### config.mk
export PLATFORM = sky130hd
export DESIGN_NAME = addr_gen_circ
export DESIGN_NICKNAME = d
export VERILOG_FILES = /design/src/rtl/addr_gen_circ.sv
export SDC_FILE = /design/constraint.sdc
export NUM_CORES = 1
export LEC_CHECK = 0
export ABC_AREA = 1
export BUFFER_PORTS_ARGS = -buffer_cell sky130_fd_sc_hd__buf_2
export CORE_UTILIZATION = 40
export CTS_BUF_LIST = sky130_fd_sc_hd__clkbuf_4 sky130_fd_sc_hd__clkbuf_8 sky130_fd_sc_hd__clkbuf_16
export DETAILED_ROUTE_END_ITERATION = 8
export PLACE_DENSITY = 0.53
export RECOVER_POWER = 100
export SKIP_LAST_GASP = 1
export SYNTH_ARGS = -nofsm -noshare
export SYNTH_HDL_FRONTEND = slang
export SYNTH_SLANG_ARGS = --single-unit
export TNS_END_PERCENT = 20
### constraint.sdc
create_clock -name clk -period 12.5 [get_ports clk]
set_input_delay 1.875 -clock clk [delete_from_list [all_inputs] [get_ports clk]]
set_output_delay 1.875 -clock clk [all_outputs]
set_load 0.01 [all_outputs]
### src/rtl/addr_gen_circ.sv
module addr_gen_circ #(
  parameter int AW = 16,
  parameter int NBUF = 4,
  localparam int BW = $clog2(NBUF)
) (
  input  logic          clk,
  input  logic          rst_n,
  input  logic          wr_en,
  input  logic [BW-1:0] wr_buf,
  input  logic [1:0]    wr_reg,
  input  logic [AW-1:0] wr_data,
  input  logic          req_valid,
  input  logic [BW-1:0] req_buf,
  input  logic [1:0]    req_mode,
  input  logic          req_circ,
  input  logic          req_mod_sel,
  input  logic [AW-1:0] req_mod,
  input  logic [1:0]    req_size,
  output logic [AW-1:0] addr_out,
  output logic [AW-1:0] ptr_out,
  output logic          misalign,
  output logic          mod_err
);
  localparam int W = AW + 2;
  localparam logic [1:0] M_IMM = 2'd0, M_PRE = 2'd1, M_POST = 2'd2, M_REV = 2'd3;

  logic [AW-1:0] idx_q [NBUF];
  logic [AW-1:0] base_q[NBUF];
  logic [AW-1:0] len_q [NBUF];
  logic [AW-1:0] step_q[NBUF];
  logic          err_q;

  function automatic logic [AW-1:0] rev(input logic [AW-1:0] v);
    for (int i = 0; i < AW; i++) rev[i] = v[AW-1-i];
  endfunction

  wire [AW-1:0] cur_idx  = idx_q[req_buf];
  wire [AW-1:0] cur_base = base_q[req_buf];
  wire [AW-1:0] cur_len  = len_q[req_buf];
  wire [AW-1:0] step_raw = req_mod_sel ? req_mod : step_q[req_buf];

  wire [W-1:0] step_ext = {{2{step_raw[AW-1]}}, step_raw};
  wire [W-1:0] len_ext  = {2'b00, cur_len};
  wire [W-1:0] base_ext = {2'b00, cur_base};
  wire [W-1:0] mag      = step_raw[AW-1] ? -step_ext : step_ext;
  wire         too_big  = (cur_len != '0) && (mag > len_ext);
  wire [W-1:0] step_eff = too_big ? (step_raw[AW-1] ? -len_ext : len_ext) : step_ext;

  wire [W-1:0] sum    = {2'b00, cur_idx} + step_eff;
  wire [W-1:0] lim    = base_ext + len_ext;
  wire [W-1:0] sum_dn = sum - len_ext;
  wire [W-1:0] sum_up = sum + len_ext;

  logic [AW-1:0] lin_res;
  always_comb begin
    lin_res = sum[AW-1:0];
    if (req_circ && cur_len != '0) begin
      if (!sum[W-1] && sum >= lim)            lin_res = sum_dn[AW-1:0];
      else if (sum[W-1] || sum < base_ext)    lin_res = sum_up[AW-1:0];
    end
  end

  wire [AW-1:0] off     = cur_idx - cur_base;
  wire [AW-1:0] rsum    = rev(off) + rev(step_eff[AW-1:0]);
  wire [AW-1:0] rev_res = cur_base + rev(rsum);

  always_comb begin
    case (req_mode)
      M_IMM:   ptr_out = cur_idx;
      M_REV:   ptr_out = rev_res;
      default: ptr_out = lin_res;
    endcase
    case (req_mode)
      M_IMM:   addr_out = req_mod;
      M_PRE:   addr_out = lin_res;
      default: addr_out = cur_idx;
    endcase
  end

  assign misalign = req_valid &&
                    ((req_size == 2'd1 && addr_out[0]) ||
                     (req_size[1] && addr_out[1:0] != 2'b00));
  assign mod_err = err_q;

  wire upd = req_valid && (req_mode != M_IMM);

  always_ff @(posedge clk) begin
    if (!rst_n) begin
      for (int b = 0; b < NBUF; b++) begin
        idx_q[b]  <= '0;
        base_q[b] <= '0;
        len_q[b]  <= '0;
        step_q[b] <= '0;
      end
      err_q <= 1'b0;
    end else begin
      if (upd) idx_q[req_buf] <= ptr_out;
      if (wr_en) begin
        case (wr_reg)
          2'd0: idx_q[wr_buf]  <= wr_data;
          2'd1: base_q[wr_buf] <= wr_data;
          2'd2: len_q[wr_buf]  <= wr_data;
          default: step_q[wr_buf] <= wr_data;
        endcase
      end
      if (upd && too_big) err_q <= 1'b1;
    end
  end
endmodule


* Yosys cells after proc, flatten, opt, wreduce, memory -nomap -nowiden *
Memory sizes are Yosys's and may differ from the RTL's.
Index checks and enable logic that the tools add are counted.

word-level totals
  register bits after elaboration = 1
  latch bits = 0
  RAM bits = 256
  bits in read-only memories = 0
  bits of input ports = 48
  output and inout bits = 34
  word-level logic and storage cells = 88
  memories = 4

memory list
  name    words  width  rd ports  clocked after memory_dff  wr ports  line  RTL
  base_q  4      16     1         0                         4         28    logic [AW-1:0] base_q[NBUF];
  idx_q   4      16     1         0                         4         27    logic [AW-1:0] idx_q [NBUF];
  len_q   4      16     1         0                         4         29    logic [AW-1:0] len_q [NBUF];
  step_q  4      16     1         0                         4         30    logic [AW-1:0] step_q[NBUF];

operators by class
  $add $sub $neg = 9
  multiply operators = 0
  div/mod/pow operators = 0
  magnitude comparators = 3
  equality and inequality tests = 5
  shifts and indexed selects = 0
  multiplexer cells = 44
  bitwise logic cells = 0
  reductions and logical operators = 22

operators by type and width
  kind                number
  $mux 16             9
  $reduce_or 16->1    5
  $pmux 16 s2         2
  $mux 18             3
  $add 16x16->16      3
  $sub 16x16->16      2
  $mux 1              25
  $add 16x18->18      1
  $ge 18x17->1        1
  $gt 18x16->1        1
  $lt 18x16->1        1
  $neg 16->18         1
  $neg 18->18         1
  $add 16x16->17      1
  $reduce_bool 16->1  1
  $mux 2              5
  $logic_and 1x1->1   8
  $eq 2x1->1 const B  3
  $eq 2x2->1 const B  2
  $logic_not 2->1     2
  $reduce_bool 2->1   2
  $reduce_or 3->1     1
  $logic_or 1x1->1    2
  $logic_not 1->1     1

* Logic depth before layout (Yosys ltp) *
An unclocked memory read counts as a cell.

  depth in word-level cells = 18
  gate-level depth with buffers = 63

* Least setup slack after synthesis *
OpenSTA, ideal clock, no wires.

  path type = in2out
  start = in req_buf[0]
  end = out ptr_out[10]
  data arrival time = 9252 ps
  data required time = 10625 ps
  setup slack = 1373 ps
  cell stages on the path = 56
  path buffers = 5
  cell sequence = buf_6 buf_6 buf_2 buf_6 nor2_1 o22ai_1 mux2i_1 ha_1 inv_1 nor2_1 nand3_1 nor2_1 nand3_1 nand2_1 nand2_1 a21oi_1 xnor2_1 ha_1 [... 20 more ...] nand2_1 nand2_1 inv_1 o21ai_0 nand2_1 xor2_1 fa_1 inv_1 a21oi_1 o21ai_0 a21oi_1 or2_2 nand2_1 a21oi_1 or2_2 nand3_1 nand2_1 and2_1

on the way
  longest elaborated chain between the ends = 14
  elaborated cells on any way between the ends = 30

ends and longest elaborated chain
  what               line  RTL
  from (decl)        13    input logic [BW-1:0] req_buf,
  $mem_v2 4x16       n/a
  $mux 16            40    wire [AW-1:0] step_raw = req_mod_sel ? req_mod : step_q[req_buf];
  $neg 18->18        45    wire [W-1:0] mag = step_raw[AW-1] ? -step_ext : step_ext;
  $mux 18            45
  $gt 18x16->1       46    wire too_big = (cur_len != '0) && (mag > len_ext);
  $logic_and 1x1->1  46
  $mux 18            47    wire [W-1:0] step_eff = too_big ? (step_raw[AW-1] ? -len_ext : len_ext) : step_ext;
  $add 16x18->18     49    wire [W-1:0] sum = {2'b00, cur_idx} + step_eff;
  $lt 18x16->1       59    else if (sum[W-1] || sum < base_ext) lin_res = sum_up[AW-1:0];
  $logic_or 1x1->1   59
  $mux 16            59
  $mux 16            58    if (!sum[W-1] && sum >= lim) lin_res = sum_dn[AW-1:0];
  $mux 16            57    if (req_circ && cur_len != '0) begin
  $pmux 16 s2 (*)    68    case (req_mode)
  to (decl)          20    output logic [AW-1:0] ptr_out,

Every way passes the cells marked *; elsewhere a longest branch is shown, timed or not.

* Worst setup path after layout *
  start = in req_buf[1]
  end = out ptr_out[10]

The elaborated chain is that of the path after synthesis.

==> flow_summary.json <==
{
  "status": "finished, violations left",
  "violations": "capacitance limit, slew limit",
  "hpwl_um": 64000,
  "ir_worst_vdd_uv": 101,
  "slew_violations": 50,
  "timing.fmax_ghz": 0.0837,
  "period_needed_ns": 11.94,
  "whs_endpoint": "mod_err$_SDFFE_PN0P_",
  "relSlewSlack_pct": -52.3,
  "synth_area_leaders": "edfxtp_1 38%, nand2_1 10%, ha_1 9.8%",
  "synth_edf_count": 256,
  "seq_area_um2": 7710,
  "synth.avg_cell_area_um2": 7.79,
  "cts_sinks": 257,
  "required_ns": 10.62,
  "timing.hold.worst_path_depth": 2,
  "routabilityCongestion": 1.01,
  "drc": 0,
  "cts.clk_slew.worst_paths_ns": 0.07,
  "power.density_nw_per_um2": 221,
  "cts_tree": "yes",
  "setup_violations": 0,
  "crit_top_cell": "nand2_1",
  "rows": 82,
  "die_h_um": 228,
  "grt_max_degree": 50,
  "syn2layout_area_growth_pct": 12.6,
  "ios": 82,
  "start_kind": "input port",
  "synthCells": 2628,
  "nFillCells": 5125,
  "critPathMaxStageDelay_ns": 0.72,
  "synth_cell_types": 56,
  "cp-end-kind": "output port",
  "critical_path_class": "in -> out",
  "syn-cell-area_um2": 20500,
  "cts_root_buf": "clkbuf_16",
  "rr_startpoint": "step_q[2][1]$_SDFFCE_PN0P_",
  "cts_buffer_depth": 3,
  "antenna_found_initial": 1,
  "fp.coreArea_um2": 50300,
  "post-route-period-util_pct": 95.6,
  "r2r_cells": 50,
  "fin_worst_skew_ns": 0.0422,
  "stdcell_count": 3425,
  "rsz0062_at_grt": "true",
  "place_inst": 3368,
  "antenna_left": 0,
  "seq_area_frac_synth_pct": 37.7,
  "synth_top_cell_by_area": "edfxtp_1",
  "multi_input_area_um2": 11200,
  "port_buffers": 81,
  "die_width_um": 228,
  "timing.reg2reg.setup_slack_ns": 4.04,
  "clock_latency_ns": 0.58,
  "first_global_vias": 17700,
  "via_count": 19100,
  "synthArstFlopShare_pct": 0,
  "syn_nets": 2843,
  "track_usage_pct": 30.9,
  "layout-drive-gt1-share_pct": 12.5,
  "initial_core_util_pct": 40.7,
  "ys_warn_count": 0,
  "vias_per_cell": 5.59,
  "r2r-end": "idx_q[2][14]$_DFFE_PP_",
  "cts_inserted_buffers": 27,
  "min-delay-path-class": "reg -> reg",
  "critPathArrivalTime_ns": 10.07,
  "drt_iter0_drc": 2129,
  "grt_first_pass_wirelength_um": 119000,
  "setup_tns_ns": 0,
  "synth_top_area_share_pct": 37.6,
  "synth_seq_cells": 257,
  "hold_viol_final": 0,
  "path_max_fanout": 37,
  "wl_per_cell_um": 24.1,
  "p_leak_nw": 10.6,
  "drt_pre_antenna_iters": 6,
  "finalWirelength_um": 82400,
  "nets": 2946,
  "worstMarginPinSlew_ns": 2.28,
  "synth_ff_type": "edfxtp_1",
  "ctsHtreeMaxLevel": 1,
  "die_area_um2": 52100,
  "cpMaxStageDelayCell": "o21ai_0",
  "maxCapViolCount": 1,
  "overflow": 0,
  "min_from": "mod_err$_SDFFE_PN0P_"
}
area by class of cell:
class                      count  area share, %
sequential                   257           33.5
timing repair buffer         191           5.47
multi-input combinational   1958           48.5
clock buffer                  29           3.00
tap                          672           3.65
antenna                        1         0.0109
clock inverter                21           1.05
inverter                     296           4.87
power breakdown:
group | internal [mW] | leakage, nW | switching [mW] | total, mW
combinational | 1.09 | 7.64 | 2.11 | 3.20
sequential | 1.01 | 2.51 | 0.0148 | 1.02
clock | 0.505 | 0.459 | 0.355 | 0.859
Yosys cell counts (6+ instances only):
cell,instances
nand2_1,561
nor2_1,371
inv_1,287
edfxtp_1,256
ha_1,160
a21oi_1,136
o21ai_0,133
nand3_1,108
clkbuf_1,80
xor2_1,77
nand4_1,67
or2_2,41
xnor2_1,29
nor3_1,28
a22oi_1,26
o21ai_1,22
nand3_2,20
a31oi_1,18
a22o_1,16
nand2_2,15
and2_1,13
buf_2,13
a221oi_1,11
nor2_2,11
a21o_1,10
buf_1,10
buf_6,10
o211ai_1,9
fa_1,7
inv_2,7
o21bai_1,7
a211oi_1,6
o22ai_1,6
metal layers:
layer	GRT usage (%)	vias to the layer above	wire, µm
met5	0	-	0
li1	-	9042	-
met3	3.65	134	6270
met4	9.35	0	2770
met1	42.5	9142	35600
met2	50.7	830	37800
worst max path at each step:
stage	from	endpoint	slack, ns	cells past startpoint
3_5_place_dp	req_buf[1]	addr_out[12]	0.28	51
5_1_grt	req_buf[0]	ptr_out[10]	-0.11	55
6_report	req_buf[1]	ptr_out[10]	0.56	50
2_1_floorplan	req_buf[0]	ptr_out[10]	1.37	56
3_3_place_gp	req_buf[1]	ptr_out[15]	0.36	49
4_1_cts	req_buf[1]	addr_out[12]	0.25	51
worst max-delay path: cells and delay by family:
kind,cells,cell delay [ns]
adders and majority gates,4,1.42
buffers and inverters,7,1.13
and+or+nand+nor,21,2.28
xor gates and xnor gates,1,0.17
AOI/OAI and AO/OA,17,3.12
stage by stage:
step / utilization (%) / setup WS (ns) / power [mW] / area [µm²] / hold slack, ns
floorplan: - / 1.37 / 3.14 / 20500 / 0.487
global placement: 43.8 / 0.360 / 4.15 / 22000 / 0.584
detailed placement: 43.8 / 0.278 / 4.15 / 22000 / 0.556
CTS: 45.6 / 0.252 / 5.02 / 22900 / 0.563
global route: 45.8 / -0.106 / 5.44 / 23000 / 0.572
finish: 45.8 / 0.556 / 5.08 / 23000 / 0.587
layout by cell type, fill, tap and decap left out, drive strengths merged, types with 2 or more instances in the layout:
cell       n
nand2    577
nor2     387
inv      297
edfxtp   256
buf      181
ha       160
o21ai    157
a21oi    136
nand3    130
xor2      77
nand4     67
or2       43
clkbuf    39
xnor2     29
nor3      28
a22oi     26
a31oi     18
a22o      16
clkinv    14
and2      13
a221oi    11
a21o      10
o211ai    10
o21bai     7
fa         7
o22ai      7
a211oi     6
nor4       5
o2bb2ai    5
o21a       5
bufinv     5
o31ai      4
mux2i      4
a21boi     4
o2111ai    3
nand3b     2
timing repair:
item / 4_1_cts / 5_1_grt
setup buffers: 0 / 6
endpoints found under the hold margin: 0 / 0
setup endpoints to repair: 0 / 32
hold buffers: 0 / 0
resized for setup: 0 / 29
state kept, by name (all words and copies together) (netlist names):
register	count
len_q	64
base_q	64
step_q	64
mod_err	1
idx_q	64
kinds of logic (layout without fill, tap and decap cells):
kind of cell	count (synthesis)	in the layout	synth area share [%]
adders and majority gates	167	167	10.5
xor gates and xnor gates	106	106	4.54
AOI/OAI and AO/OA	429	429	12.3
buffers and inverters	413	537	8.12
muxes	4	4	0.196
and+or+nand+nor	1252	1252	26.7
other	0	1	0
DFF	257	257	37.7
Note: power is estimated with default switching activity, not from simulation.
